<file path="src/rtl/sfclk_pkg.sv">
package sfclk_pkg;
    localparam int REG_W         = 16;
    localparam int MAIN_LSB      = 0;
    localparam int MAIN_W        = 3;
    localparam int SRC_LSB       = 3;
    localparam int SRC_W         = 2;
    localparam int GATE_MAIN_BIT = 8;
    localparam int GATE_HALF_BIT = 9;
    localparam logic [REG_W-1:0] RST_VAL = 16'h0311;

    typedef struct packed {
        logic              gate_half;
        logic              gate_main;
        logic [SRC_W-1:0]  src_code;
        logic [MAIN_W-1:0] main_code;
    } cfg_t;

    typedef enum logic {
        PH_EVEN = 1'b0,
        PH_ODD  = 1'b1
    } half_ph_t;
endpackage

</file>
<file path="src/rtl/sfclk_cfg_reg.sv">
module sfclk_cfg_reg
    import sfclk_pkg::*;
(
    input  logic             clk,
    input  logic             rst_n,
    input  logic             we,
    input  logic [REG_W-1:0] wdata,
    output logic [REG_W-1:0] rdata,
    output cfg_t             cfg
);
    cfg_t cfg_q;

    always_ff @(posedge clk) begin
        if (!rst_n) begin
            cfg_q.gate_half <= RST_VAL[GATE_HALF_BIT];
            cfg_q.gate_main <= RST_VAL[GATE_MAIN_BIT];
            cfg_q.src_code  <= RST_VAL[SRC_LSB +: SRC_W];
            cfg_q.main_code <= RST_VAL[MAIN_LSB +: MAIN_W];
        end else if (we) begin
            cfg_q.gate_half <= wdata[GATE_HALF_BIT];
            cfg_q.gate_main <= wdata[GATE_MAIN_BIT];
            cfg_q.src_code  <= wdata[SRC_LSB +: SRC_W];
            cfg_q.main_code <= wdata[MAIN_LSB +: MAIN_W];
        end
    end

    always_comb begin
        rdata                         = '0;
        rdata[GATE_HALF_BIT]          = cfg_q.gate_half;
        rdata[GATE_MAIN_BIT]          = cfg_q.gate_main;
        rdata[SRC_LSB +: SRC_W]       = cfg_q.src_code;
        rdata[MAIN_LSB +: MAIN_W]     = cfg_q.main_code;
    end

    assign cfg = cfg_q;


    rdata_hold_chk: assert property (@(posedge clk) disable iff (!rst_n)
        !we |=> $stable(rdata));
endmodule

</file>
<file path="src/rtl/sfclk_div.sv">
module sfclk_div #(
    parameter int CW = 3
) (
    input  logic          clk,
    input  logic          rst_n,
    input  logic          en,
    input  logic [CW-1:0] last,
    output logic [CW-1:0] cnt,
    output logic          tick
);
    logic wrap;

    assign wrap = (cnt >= last);
    assign tick = en && wrap;

    always_ff @(posedge clk) begin
        if (!rst_n)
            cnt <= '0;
        else if (en)
            cnt <= wrap ? '0 : cnt + 1'b1;
    end


    cnt_range_chk: assert property (@(posedge clk) disable iff (!rst_n)
        en |=> (cnt <= $past(last)));
endmodule

</file>
<file path="src/rtl/sfclk_half_fsm.sv">
module sfclk_half_fsm
    import sfclk_pkg::*;
(
    input  logic clk,
    input  logic rst_n,
    input  logic main_ce,
    input  logic gate_half,
    output logic half_ce
);
    half_ph_t state_q, state_d;

    always_ff @(posedge clk) begin
        if (!rst_n)
            state_q <= PH_EVEN;
        else
            state_q <= state_d;
    end

    always_comb begin
        state_d = state_q;
        half_ce = 1'b0;
        unique case (state_q)
            PH_EVEN: begin
                if (main_ce)
                    state_d = PH_ODD;
            end
            PH_ODD: begin
                if (main_ce) begin
                    state_d = PH_EVEN;
                    half_ce = !gate_half;
                end
            end
            default: state_d = PH_EVEN;
        endcase
    end


    half_phase_chk: assert property (@(posedge clk) disable iff (!rst_n)
        half_ce |=> (state_q == PH_EVEN));
endmodule

</file>
<file path="src/rtl/sfclk_gen.sv">
module sfclk_gen
    import sfclk_pkg::*;
#(
    parameter int CNT_W = 3
) (
    input  logic             clk,
    input  logic             rst_n,
    input  logic             reg_we,
    input  logic [REG_W-1:0] reg_wdata,
    output logic [REG_W-1:0] reg_rdata,
    output logic             src_ce,
    output logic             src_lvl,
    output logic             main_ce,
    output logic             half_ce
);
    localparam logic [CNT_W-1:0] SRC_LAST_5 = CNT_W'(4);
    localparam logic [CNT_W-1:0] SRC_LAST_6 = CNT_W'(5);

    cfg_t             cfg;
    logic [CNT_W-1:0] src_last, main_last;
    logic [CNT_W-1:0] src_cnt, main_cnt;
    logic [CNT_W-1:0] src_hi;
    logic             main_tick;

    sfclk_cfg_reg u_reg (
        .clk   (clk),
        .rst_n (rst_n),
        .we    (reg_we),
        .wdata (reg_wdata),
        .rdata (reg_rdata),
        .cfg   (cfg)
    );

    // Source ratio: code 3 gives 6, every other code gives 5.
    assign src_last = (cfg.src_code == 2'd3) ? SRC_LAST_6 : SRC_LAST_5;
    // Main ratio: odd code c gives c+1, even codes fold up to the next odd one.
    assign main_last = CNT_W'(cfg.main_code | 3'b001);
    assign src_hi    = (src_last + 1'b1) >> 1;

    sfclk_div #(.CW(CNT_W)) u_src_div (
        .clk   (clk),
        .rst_n (rst_n),
        .en    (1'b1),
        .last  (src_last),
        .cnt   (src_cnt),
        .tick  (src_ce)
    );

    assign src_lvl = (src_cnt < src_hi);

    sfclk_div #(.CW(CNT_W)) u_main_div (
        .clk   (clk),
        .rst_n (rst_n),
        .en    (src_ce),
        .last  (main_last),
        .cnt   (main_cnt),
        .tick  (main_tick)
    );

    assign main_ce = main_tick && !cfg.gate_main;

    sfclk_half_fsm u_half (
        .clk       (clk),
        .rst_n     (rst_n),
        .main_ce   (main_ce),
        .gate_half (cfg.gate_half),
        .half_ce   (half_ce)
    );


    main_in_src_chk: assert property (@(posedge clk) disable iff (!rst_n)
        main_ce |-> src_ce);

    half_in_main_chk: assert property (@(posedge clk) disable iff (!rst_n)
        half_ce |-> main_ce);

    main_gate_chk: assert property (@(posedge clk) disable iff (!rst_n)
        reg_rdata[GATE_MAIN_BIT] |-> !main_ce);

    src_lvl_chk: assert property (@(posedge clk) disable iff (!rst_n)
        src_ce |-> !src_lvl);
endmodule

</file>
<file path="config.mk">
export PLATFORM = sky130hd
export DESIGN_NAME = sfclk_gen
export DESIGN_NICKNAME = d
export VERILOG_FILES = /design/src/rtl/sfclk_pkg.sv /design/src/rtl/sfclk_cfg_reg.sv /design/src/rtl/sfclk_div.sv /design/src/rtl/sfclk_half_fsm.sv /design/src/rtl/sfclk_gen.sv
export SDC_FILE = /design/constraint.sdc
export NUM_CORES = 1
export LEC_CHECK = 0
export CORE_AREA = 2 2 39 41
export CTS_CLUSTER_SIZE = 16
export DETAILED_ROUTE_END_ITERATION = 8
export DIE_AREA = 0 0 41 43
export DONT_BUFFER_PORTS = 1
export PLACE_DENSITY_LB_ADDON = 0.1
export SLEW_MARGIN = 20
export SYNTH_ARGS = -nofsm -noshare
export SYNTH_HDL_FRONTEND = slang
export SYNTH_SLANG_ARGS = --single-unit
</file>
<file path="constraint.sdc">
create_clock -name clk -period 2.26 [get_ports clk]
set_input_delay 0.452 -clock clk [delete_from_list [all_inputs] [get_ports clk]]
set_output_delay 0.452 -clock clk [all_outputs]
set_load 0.01 [all_outputs]
</file>
# ---- Word-level counts from Yosys, hierarchy flattened
# Index checks and enable logic that the tools add are counted.
dict set report word_totals {
  register_bits 14
  input_bits 19
  output_inout_bits 20
  word_cells 28
}
dict set report classes {
  n_lt_le_gt_ge 3
  mux 7
  bitwise_logic 2
  n_eq_ne 1
  reduce_logical 5
  addsub 3
}
# operator n
set ops {}
lappend ops {{adder 3 x 1 -> 3 bit, second input constant} 3}
lappend ops {{>= comparator 3 bit} 2}
lappend ops {{two-way mux 1 bit} 5}
lappend ops {{< comparator 3 x 2 -> 1 bit} 1}
lappend ops {{two-way mux 3 bit} 1}
lappend ops {{== test 2 bit, second input constant} 1}
lappend ops {{logical AND 1 bit} 2}
lappend ops {{logical NOT 1 bit} 2}
lappend ops {{NOT 1 bit} 2}
lappend ops {{one-hot mux 1 bit (2 select lines)} 1}
lappend ops {{OR reduction 2 bit} 1}

# ---- Logic depth before layout (Yosys ltp)
dict set report logic_depth {
  depth_word 7
  depth_mapped 7
  depth_no_buf 7
}

# ---- Hierarchy
# A second synthesis with hierarchy kept.
dict set report unflattened {
  cells_unflattened 102
  hier_area_um2 949.7
}
# module n_inst cells_each area_per_inst_um2 seq_area_each_um2
set modules_own_cells {}
lappend modules_own_cells {sfclk_div 2 26 247.7 60.1}
lappend modules_own_cells {sfclk_cfg_reg 1 39 379.1 140.1}
lappend modules_own_cells {sfclk_half_fsm 1 5 42.5 20.0}
lappend modules_own_cells {sfclk_gen 1 6 32.5 0.0}

# ---- Worst setup path before layout
# OpenSTA, ideal clock, no wires.
dict set report synth_timing {
  kind {register -> output}
  from {reg u_reg.cfg_q (netlist bit u_reg.cfg[3])}
  to {out half_ce}
  path_buffers 0
  arrival_ns 1.555
  path_stages_with_launch 7
  setup_slack_ns 0.253
  cell_sequence {dfxtp_1 and2_1 ha_1 or3b_1 nand2_4 nor3_2 and3b_1}
}
dict set report synth_between {
  elab_chain_len 7
}
# item line_no
set synth_lines {}
lappend synth_lines {{from (decl)} sfclk_cfg_reg.sv:11} ;# cfg_t cfg_q;
lappend synth_lines {{== test 2 bit} sfclk_gen.sv:35} ;# assign src_last = (cfg.src_code == 2'd3) ? SRC_LAST_6 : SRC_LAST_5;
lappend synth_lines {{two-way mux 1 bit} sfclk_gen.sv:35}
lappend synth_lines {{>= comparator 3 bit} sfclk_div.sv:13} ;# assign wrap = (cnt >= last);
lappend synth_lines {{logical AND 1 bit} sfclk_div.sv:14} ;# assign tick = en && wrap;
lappend synth_lines {{logical AND 1 bit} sfclk_gen.sv:60} ;# assign main_ce = main_tick && !cfg.gate_main;
lappend synth_lines {{net main_ce} sfclk_gen.sv:13} ;# output logic main_ce,
lappend synth_lines {{two-way mux 1 bit} sfclk_half_fsm.sv:28} ;# if (main_ce) begin
lappend synth_lines {{two-way mux 1 bit} sfclk_half_fsm.sv:22} ;# unique case (state_q)
lappend synth_lines {{to (decl)} sfclk_gen.sv:14} ;# output logic half_ce
# The timed path passes the listed nets, and every way through them passes these cells.

# ---- Worst setup path after layout
dict set report layout_timing {
  from {reg u_reg.cfg_q (netlist bit u_reg.cfg[4])}
  to {out half_ce}
}
# Same word-level chain as after synthesis.

==> reports/qor.csv <==
stage;metric;value;unit
detailed_routing;vias per std cell;5.11;
place;Post-DP HPWL;910;um
status;status;complete, no violations;
power;Max IR drop VDD;0.364;mV
die;die height;43;um
die;die width;41;um
clock_tree;clk_lat worst skew;0.28;ns
die;DIE AREA;1760;sq um
clock_tree;CTS tree;done;
yosys;Area contributors post-synth;dfxtp_1, mux2i_1, buf_4;
critical_path;CP required;1.81;ns
sta;final slew viol count;0;
yosys;Syn Inst Count;78;
detailed_routing;# DRC;0;
clock_tree;Clk pin slew, worst setup/hold paths;0.09;ns
grt;Overflow after GRT;0;
sta;clk_skew;0.00604;ns
yosys;FFs w/ async S/R, synth;0;%
layout;n_diodes;0;
yosys;syn avg cell area;9.35;sq um
place;RePlAce Congestion;0.684;
critical_path;worst r2r path cells;8;
critical_path;Worst setup SP type;flip-flop;
sta;RSZ-0062 raised after global routing;yes;
clock_tree;total CTS buffers;3;
die;IO Count;39;
yosys;top cell type's share of synthesized area;38.4;%
yosys;Ys Warns;0;
critical_path;CP Max Fanout;3;
yosys;Post-synth EDFFs;0;
grt;GRT Total Usage;16.2;%
critical_path;max incr delay on CP;0.40;ns
place;area post-placement;711;sq um
power;Final Total Pwr;555;uW
hold_path;Hold Startpoint;rst_n;
layout;post-layout util;58.3;%
sta;fin crit share;98.1;%
layout;Area Overhead vs Synth;10.6;%
grt;vias in the first global route;471;
yosys;Synth area leader;dfxtp_1;
layout;post-route cell area;807;sq um
yosys;synthesized area;729;sq um
die;Core Rows;14;
yosys;Netlist cell types;27;
die;Initial Util;52.7;%
critical_path;Max stage delay cell, worst path;or3b_4;
detailed_routing;vias;501;
critical_path;WS Path Type;reg -> out;
clock_tree;# hold bufs at CTS;0;
critical_path;critical-path cell list;and2_4 > ha_4 > or3b_4 > nand2_4 > nor3_4 > and3b_2;
sta;endpoints failing setup;0;
critical_path;crit path capture type;output pin;
sta;Final Hold Fails;0;
clock_tree;# H-tree levels;1;
grt;largest net degree at the start of global routing;10;
layout;most frequent cells in the layout;dfxtp_1, nand2_1, conb_1;
critical_path;Setup crit start;u_reg.cfg[4]$_SDFFE_PN1P_;
hold_path;hold crit path type;in -> reg;
clock_tree;Root Driver;clkbuf_4;
hold_path;Hold Path Stages;1;
layout;share of cells above drive strength 1;24.4;%
grt;global-route wire length before repair;1910;um
detailed_routing;remaining antenna violation count;0;
yosys;dominant synthesized flop cell;dfxtp_1;
clock_tree;clk sinks;14;
sta;hold slack final;0.231;ns
detailed_routing;drt pass-1 iters;4;
power;pwr dens;687;nW/um^2
place;I/O Buffers;0;
clock_tree;Max clock buf depth;2;
critical_path;reg2reg start;u_reg.cfg[4]$_SDFFE_PN1P_;
layout;final net count;107;
die;CORE AREA;1380;sq um
power;Static Leak;0.377;nW
detailed_routing;per-cell routed wire length;12.1;um
grt;initial antenna violation count;0;
yosys;#FFs+latches synth;14;
yosys;Seq/Total Area, Yosys;38.4;%
detailed_routing;WL final;1180;um
layout;commonest non-fill, non-tap cell in the layout;dfxtp_1;
critical_path;crit path DAT;1.76;ns
detailed_routing;DR iter-0 viols;6;
flow_run;max_cap viols;0;
sta;fin crit period;2.22;ns
sta;fmax;0.451;GHz
## synth_stat cells, types with 3 or more instances
| cell | count |
|---|---|
| nand2_1 | 9 |
| inv_1 | 5 |
| mux2i_1 | 8 |
| nor2_1 | 5 |
| dfxtp_1 | 14 |
| buf_4 | 10 |
| ha_1 | 5 |
| a21oi_1 | 3 |
## critical path, delay by kind of cell (launching register included)
family / cells / cell delay, ns
flops: 1 / 0.37
simple gates: 5 / 0.92
fa+ha+maj: 1 / 0.20
## report_power, final
part / internal (mW) / total (mW) / switching [mW]
clock: 0.0979 / 0.180 / 0.0823
sequential: 0.264 / 0.284 / 0.0206
combinational: 0.0433 / 0.0903 / 0.0471
## final timing paths
kind	endpoint	slack, ns
max	half_ce	0.04
min	u_reg.cfg[6]$_SDFFE_PN1P_	0.23
max reg2reg	u_main_div.cnt[2]$_SDFFE_PN0P_	0.59
min reg2reg	u_src_div.cnt[0]$_SDFF_PP0_	0.45
## layer usage
| metal | global-route usage (%) | share of wire [%] |
|---|---|---|
| met1 | 21.4 | 45 |
| met2 | 22.8 | 46 |
| met3 | 5.24 | 7.7 |
| met4 | 8.00 | 1.5 |
| met5 | 0 | 0 |
## cell type report
| type | count | area (sq um) |
|---|---|---|
| clock buffers | 4 | 36.3 |
| fillers | 134 | 577 |
| inverters | 6 | 22.5 |
| multi-input cells | 54 | 410 |
| flip-flops and latches | 14 | 288 |
| well taps | 16 | 20.0 |
| repair buffers | 4 | 30.0 |
## kinds of logic after synthesis
| kind of cell | synth area share (%) |
|---|---|
| adders and majority gates | 8.58 |
| DFF | 38.4 |
| AOI/OAI and AO/OA | 6.86 |
| xor gates and xnor gates | 1.20 |
| other | 0.514 |
| muxes | 11.0 |
| and+or+nand+nor | 18.9 |
| buffers and inverters | 14.6 |
## state kept, by name, indices dropped and copies added (netlist names)
| name | count |
|---|---|
| u_half.state_q | 1 |
| u_main_div.cnt | 3 |
| u_reg.cfg | 7 |
| u_src_div.cnt | 3 |
## stage by stage
| stage | std cells | setup WS [ns] | TNS [ns] |
|---|---|---|---|
| finish | 98 | 0.0440 | 0 |
| global route | 98 | -0.000757 | -0.000757 |
| CTS | 96 | 0.00294 | 0 |
| detailed placement | 92 | 0.204 | 0 |
| global placement | 92 | 0.211 | 0 |
| floorplan | 86 | 0.253 | 0 |
## what timing repair did
item / in CTS / in global routing
endpoints found under the setup margin: 1 / 1
setup buffers: 0 / 2
endpoints found under the hold margin: 0 / 0
gates resized for setup: 5 / 6
pin swaps: 3 / 5
Power figures use the tool's default switching activity.
